## config.mk

```make
export PLATFORM = sky130hd
export DESIGN_NAME = gpio_irq_bank
export DESIGN_NICKNAME = d
export VERILOG_FILES = /design/src/rtl/gpio_bank_pkg.sv /design/src/rtl/gpio_sync.sv /design/src/rtl/gpio_detect.sv /design/src/rtl/gpio_regs.sv /design/src/rtl/gpio_irq_bank.sv
export SDC_FILE = /design/constraint.sdc
export NUM_CORES = 1
export LEC_CHECK = 0
export BUFFER_PORTS_ARGS = -buffer_cell sky130_fd_sc_hd__buf_2
export CAP_MARGIN = 0
export CORE_UTILIZATION = 45
export CTS_CLUSTER_SIZE = 10
export DETAILED_ROUTE_END_ITERATION = 16
export HOLD_SLACK_MARGIN = 0.03
export PLACE_DENSITY = 0.68
export SYNTH_ARGS = -nofsm -noshare
export SYNTH_HDL_FRONTEND = slang
export SYNTH_SLANG_ARGS = --single-unit
```

## constraint.sdc

```tcl
create_clock -name clk -period 1.2 [get_ports clk]
set_input_delay 0.12 -clock clk [delete_from_list [all_inputs] [get_ports clk]]
set_output_delay 0.12 -clock clk [all_outputs]
set_load 0.01 [all_outputs]
```

## src/rtl/gpio_bank_pkg.sv

```systemverilog
package gpio_bank_pkg;
  localparam int ADDR_W = 4;

  typedef enum logic [ADDR_W-1:0] {
    RA_DIR  = 4'd0,
    RA_OUT  = 4'd1,
    RA_ALT  = 4'd2,
    RA_MASK = 4'd3,
    RA_KIND = 4'd4,
    RA_EPOL = 4'd5,
    RA_LPOL = 4'd6,
    RA_PINS = 4'd7,
    RA_STAT = 4'd8
  } reg_addr_e;
endpackage

```

## src/rtl/gpio_sync.sv

```systemverilog
module gpio_sync #(
  parameter int WIDTH  = 16,
  parameter int STAGES = 2
) (
  input  logic             clk,
  input  logic             rst_n,
  input  logic [WIDTH-1:0] din,
  output logic [WIDTH-1:0] dout
);
  localparam int LAST = STAGES - 1;

  logic [STAGES-1:0][WIDTH-1:0] stg;
  logic                         seen;

  always_ff @(posedge clk or negedge rst_n) begin
    if (!rst_n) begin
      stg  <= '0;
      seen <= 1'b0;
    end else begin
      seen <= 1'b1;
      for (int k = 0; k < STAGES; k++) begin
        if (k == 0) stg[k] <= din;
        else        stg[k] <= stg[k-1];
      end
    end
  end

  assign dout = stg[LAST];

  genvar g;
  generate
    for (g = 0; g < STAGES; g++) begin : g_chk
      if (g == 0) begin : g_head
        // first stage captures the pin
        a_r4_sync_head: assert property (@(posedge clk) disable iff (!rst_n)
          seen |-> (stg[0] == $past(din)));
      end else begin : g_tail
        // each later stage shifts the previous one
        a_r4_sync_shift: assert property (@(posedge clk) disable iff (!rst_n)
          seen |-> (stg[g] == $past(stg[g-1])));
      end
    end
  endgenerate
endmodule

```

## src/rtl/gpio_detect.sv

```systemverilog
module gpio_detect #(
  parameter int WIDTH = 16
) (
  input  logic             clk,
  input  logic             rst_n,
  input  logic [WIDTH-1:0] smp,
  input  logic [WIDTH-1:0] kind,
  input  logic [WIDTH-1:0] epol,
  input  logic [WIDTH-1:0] lpol,
  output logic [WIDTH-1:0] hit
);
  logic [WIDTH-1:0] prev;

  always_ff @(posedge clk or negedge rst_n) begin
    if (!rst_n) prev <= '0;
    else        prev <= smp;
  end

  genvar i;
  generate
    for (i = 0; i < WIDTH; i++) begin : g_pin
      logic rise, fall, edge_hit, lvl_hit;
      assign rise     = smp[i] & ~prev[i];
      assign fall     = ~smp[i] & prev[i];
      assign edge_hit = epol[i] ? fall : rise;
      assign lvl_hit  = lpol[i] ? ~smp[i] : smp[i];
      assign hit[i]   = kind[i] ? lvl_hit : edge_hit;
    end
  endgenerate
endmodule

```

## src/rtl/gpio_regs.sv

```systemverilog
module gpio_regs
  import gpio_bank_pkg::*;
#(
  parameter int WIDTH = 16
) (
  input  logic              clk,
  input  logic              rst_n,
  input  logic              wr,
  input  logic [ADDR_W-1:0] addr,
  input  logic [WIDTH-1:0]  wdata,
  input  logic [WIDTH-1:0]  hit,
  input  logic [WIDTH-1:0]  pins,
  output logic [WIDTH-1:0]  dir,
  output logic [WIDTH-1:0]  outv,
  output logic [WIDTH-1:0]  alt,
  output logic [WIDTH-1:0]  mask,
  output logic [WIDTH-1:0]  kind,
  output logic [WIDTH-1:0]  epol,
  output logic [WIDTH-1:0]  lpol,
  output logic [WIDTH-1:0]  status,
  output logic [WIDTH-1:0]  rdata
);
  localparam logic [WIDTH-1:0] MASK_RST = '1;

  logic stat_wr;
  assign stat_wr = wr && (addr == RA_STAT);

  always_ff @(posedge clk or negedge rst_n) begin
    if (!rst_n) begin
      dir  <= '0;
      outv <= '0;
      alt  <= '0;
      mask <= MASK_RST;
      kind <= '0;
      epol <= '0;
      lpol <= '0;
    end else if (wr) begin
      case (addr)
        RA_DIR:  dir  <= wdata;
        RA_OUT:  outv <= wdata;
        RA_ALT:  alt  <= wdata;
        RA_MASK: mask <= wdata;
        RA_KIND: kind <= wdata;
        RA_EPOL: epol <= wdata;
        RA_LPOL: lpol <= wdata;
        default: ;
      endcase
    end
  end

  // new detections are ORed after the clear so they survive it
  always_ff @(posedge clk or negedge rst_n) begin
    if (!rst_n)       status <= '0;
    else if (stat_wr) status <= (status & wdata) | hit;
    else              status <= status | hit;
  end

  always_comb begin
    case (addr)
      RA_DIR:  rdata = dir;
      RA_OUT:  rdata = outv;
      RA_ALT:  rdata = alt;
      RA_MASK: rdata = mask;
      RA_KIND: rdata = kind;
      RA_EPOL: rdata = epol;
      RA_LPOL: rdata = lpol;
      RA_PINS: rdata = pins;
      RA_STAT: rdata = status;
      default: rdata = '0;
    endcase
  end

  // a zero write with nothing detected empties the status
  a_r7_clear_all: assert property (@(posedge clk) disable iff (!rst_n)
    (stat_wr && (wdata == '0) && (hit == '0)) |=> (status == '0));

  // every detected pin is set on the next cycle, clear or not
  a_r8_detect_wins: assert property (@(posedge clk) disable iff (!rst_n)
    (hit != '0) |=> ((status & $past(hit)) == $past(hit)));
endmodule

```

## src/rtl/gpio_irq_bank.sv

```systemverilog
module gpio_irq_bank
  import gpio_bank_pkg::*;
#(
  parameter int PINS        = 16,
  parameter int SYNC_STAGES = 2
) (
  input  logic              clk,
  input  logic              rst_n,
  input  logic              reg_wr,
  input  logic [ADDR_W-1:0] reg_addr,
  input  logic [PINS-1:0]   reg_wdata,
  output logic [PINS-1:0]   reg_rdata,
  input  logic [PINS-1:0]   pin_in,
  input  logic [PINS-1:0]   alt_in,
  output logic [PINS-1:0]   pin_out,
  output logic [PINS-1:0]   pin_oe,
  output logic              irq
);
  localparam logic [PINS-1:0] ALL_MASKED = '1;

  logic [PINS-1:0] smp, hit;
  logic [PINS-1:0] dir, outv, alt, mask, kind, epol, lpol, status;
  logic            seen;

  gpio_sync #(.WIDTH(PINS), .STAGES(SYNC_STAGES)) u_sync (
    .clk(clk), .rst_n(rst_n), .din(pin_in), .dout(smp)
  );

  gpio_detect #(.WIDTH(PINS)) u_det (
    .clk(clk), .rst_n(rst_n), .smp(smp),
    .kind(kind), .epol(epol), .lpol(lpol), .hit(hit)
  );

  gpio_regs #(.WIDTH(PINS)) u_regs (
    .clk(clk), .rst_n(rst_n), .wr(reg_wr), .addr(reg_addr),
    .wdata(reg_wdata), .hit(hit), .pins(smp),
    .dir(dir), .outv(outv), .alt(alt), .mask(mask), .kind(kind),
    .epol(epol), .lpol(lpol), .status(status), .rdata(reg_rdata)
  );

  genvar i;
  generate
    for (i = 0; i < PINS; i++) begin : g_out
      assign pin_out[i] = alt[i] ? alt_in[i] : outv[i];
    end
  endgenerate

  assign pin_oe = dir;

  always_ff @(posedge clk or negedge rst_n) begin
    if (!rst_n) begin
      irq  <= 1'b0;
      seen <= 1'b0;
    end else begin
      irq  <= |(status & ~mask);
      seen <= 1'b1;
    end
  end

  // line reflects unmasked status one cycle later
  a_r9_irq_lag: assert property (@(posedge clk) disable iff (!rst_n)
    seen |-> (irq == $past(|(status & ~mask))));

  // fully masked bank never raises the line
  a_r10_all_masked: assert property (@(posedge clk) disable iff (!rst_n)
    (mask == ALL_MASKED) |=> !irq);
endmodule

```

==> flow_summary.ini <==
[layout]
finalNetCount = 881
multi_input_area_um2 = 3452
fill_cells = 1328
syn_to_final_growth_pct = 35.95
final_cells = 1065
fin_util_pct = 62.46
drive_gt1_share_pct = 49.70
seq_area_um2 = 4449

[routing]
via_count = 5956
detail-route-antenna-nets = 0
via_per_inst = 5.592
wl_per_cell_um = 19.88
first_iter_violations = 461
route.detailed.drc = 0
first_pass_iters = 5
routed_wl_mm = 21.17

[sta]
rsz0062_at_grt = true
setup_violations = 35
worst_pin_slew_ps = 458.7
hold_viol_final = 0
tns_ps = -12270
min_period_ps = 1776
finClkSkew_ps = 14.74
maxSlewViolCount = 0
fin_ws_ps = -576.2
fmax_mhz = 563.0
min_period_over_period_pct = 148.0
max_slew_margin_pct = 69.36

[critical_path]
worstSetupStartpointType = flop
cpMaxStageDelayCell = a222oi_1
cp.required_ps = 1080
path_cells = a222oi_1 -> and3_1 -> nand2_2 -> buf_6
path_max_fanout = 2
max_stage_delay_ps = 410
endpoint_kind = output port
critPathBufInv = 1
criticalPathCategory = reg2out
arrival_ps = 1660
crit_family = compound AO/OA/AOI/OAI gates

[clocking]
ctsLongestPathBuffers = 2
clock_latency_ps = 440
htreeDepth = 4
cts_num_sinks = 177
root_buffer = clkbuf_16
cts_buffers = 17
cts_tree = yes
clk_pin_slew_ps = 60

[grt]
global_route.overflow_total = 0
grt_pass1_wl_mm = 33.76
grt_pass1_vias = 6255
grt_max_degree = 69
grt_usage_pct = 24.64
antenna_found_initial = 1

[place]
gp_congestion = 0.9163
pre_cts_slack_ps = -482.8
place.port_buffers = 103
detailedPlacementHpwl_mm = 14.41
dp.cells = 991

[yosys]
synth_edf_count = 0
ys_types = 39
ys_ff_latch = 177
synth_area_leaders = dfrtp_1 51%, mux2_2 12%, dfstp_2 5.3%
synthArstFlopShare_pct = 100.0
ys.flop_type = dfrtp_1
mappedNetlistNets = 652
ys_seq_area_share_pct = 55.99
syn_area_um2 = 7946
synthCells = 597
yosys_warnings = 0
avgSynthCellArea_um2 = 13.31
yosysTopAreaCellShare_pct = 50.70
yosys.area.top_type = dfrtp_1

[floorplan]
die_width_um = 134.9
core_region_area_um2 = 17300
io_pins = 104
die_h_um = 134.9
row_count = 48
start_util_pct = 45.94
dieArea_um2 = 18190

[power_and_ir_drop]
switching_share_pct = 27.79
p_seq_share_pct = 45.3
p_int_mw = 12.69
p_leak_nw = 4.935
pwr_density_cell_nw_per_um2 = 1627
power.switching_mw = 4.886
irDropWorstVdd_mv = 1.052
p_comb_share_pct = 23.4
clkPwrFrac_pct = 31.3
finalPower_mw = 17.58

[run_status]
status = finished with violations
violations = negative setup slack

[run]
maxCapViolations = 0

[worst_hold_path]
hold_path.class = in2reg
==> kinds of logic after synthesis <==
kind of cell           share of synthesized area [%]
AO/OA/AOI/OAI                                  13.19
multiplexers                                   19.97
flip-flops                                     55.99
AND/OR/NAND/NOR                                7.306
buffers and inverters                          3.543
==> synth_stat cells (5+ instances only) <==
| cell | n |
|---|---|
| nor2_1 | 22 |
| o211ai_1 | 32 |
| and3_1 | 11 |
| dfstp_2 | 16 |
| mux2_2 | 86 |
| dfrtp_1 | 161 |
| nand2_1 | 44 |
| inv_1 | 16 |
| mux2_4 | 20 |
| buf_2 | 9 |
| a22oi_1 | 41 |
| mux2_1 | 22 |
| o21a_1 | 16 |
| a222oi_1 | 11 |
| o21ai_0 | 16 |
| buf_6 | 12 |
| mux2i_1 | 7 |
| a31oi_1 | 5 |
| a221oi_1 | 8 |
==> power groups by stage <==
stage	combinational, mW	clock (mW)	sequential (mW)
global placement	3.24	0	7.94
finish	4.11	5.50	7.97
detailed placement	3.35	0	8.00
CTS	3.98	5.62	7.93
global route	4.44	5.89	8.09
floorplan	1.98	0	7.84
==> sequential cells by signal, summed over array words and instances (netlist names) <==
signal / count
u_regs.status: 16
u_regs.kind: 16
u_regs.outv: 16
u_det.prev: 16
u_regs.epol: 16
u_regs.mask: 16
u_sync.dout: 16
u_regs.lpol: 16
u_regs.dir: 16
irq: 1
u_sync.stg: 16
u_regs.alt: 16
==> metrics by stage <==
step	hold slack, ps	cell area [µm²]
after global placement	-30.98	9450
after global routing	42.23	10800
after CTS	30.34	10660
after detailed placement	-27.19	9450
final	48.90	10800
after floorplan	-175.6	8104
==> routing by layer <==
metal	vias to the layer above	share of wire, %	global-route usage, %
met5	-	0	0
met4	0	1.9	9.488
met3	33	5.5	4.655
met2	180	49	40.81
met1	3022	44	32.03
li1	2721	-	-
==> final timing paths <==
| kind | depth (start not counted) | start | endpoint | slack [ps] |
|---|---|---|---|---|
| worst max-delay path | 4 | u_sync.dout[12] | reg_rdata[12] | -580 |
| worst min-delay path | 2 | reg_wdata[4] | u_regs.mask[4] | 50 |
| worst max register to register | 5 | u_regs.mask[2] | irq | -220 |
| worst min register to register | 0 | u_sync.stg[7] | u_sync.dout[7] | 350 |
| max in group asynchronous | 3 | rst_n | u_regs.mask[14] | 470 |
| min in group asynchronous | 2 | rst_n | u_regs.status[4] | 80 |
==> repair_timing <==
| action | CTS | global route |
|---|---|---|
| setup buffers | 12 | 9 |
| hold endpoints to repair | 233 | 0 |
| hold buffers | 27 | 0 |
| setup endpoints to repair | 36 | 59 |
| pin swaps | 18 | 8 |
| resized for setup | 59 | 31 |
==> layout make-up <==
cell class,instances,area share (%)
multi-input cells,376,31.95
flip-flops and latches,177,41.19
repair buffers,238,18.26
diodes,1,0.02316
clock inverters,14,1.436
inverters,16,0.5559
clock buffers,18,3.973
well taps,225,2.606
==> cell usage in the layout (no fill, tap or decap), drive strengths merged, types with 2 or more instances in the layout <==
cell type | netlist | final
clkbuf | 3 | 19
buf | 25 | 210
bufinv | 0 | 2
o211ai | 32 | 32
o21a | 16 | 16
a22oi | 41 | 41
a22o | 4 | 4
nand2 | 51 | 51
dfrtp | 161 | 161
o22ai | 4 | 4
nor2b | 3 | 3
a221oi | 8 | 8
and4bb | 2 | 2
a31oi | 5 | 5
clkinvlp | 0 | 2
a222oi | 11 | 11
nor2 | 22 | 22
o21ai | 17 | 17
mux2i | 7 | 7
dfstp | 16 | 16
mux2 | 128 | 128
clkinv | 0 | 6
and3 | 11 | 11
inv | 16 | 20
nor4b | 4 | 4
dlygate4sd3 | 0 | 27
Power figures use the tool's default switching activity.
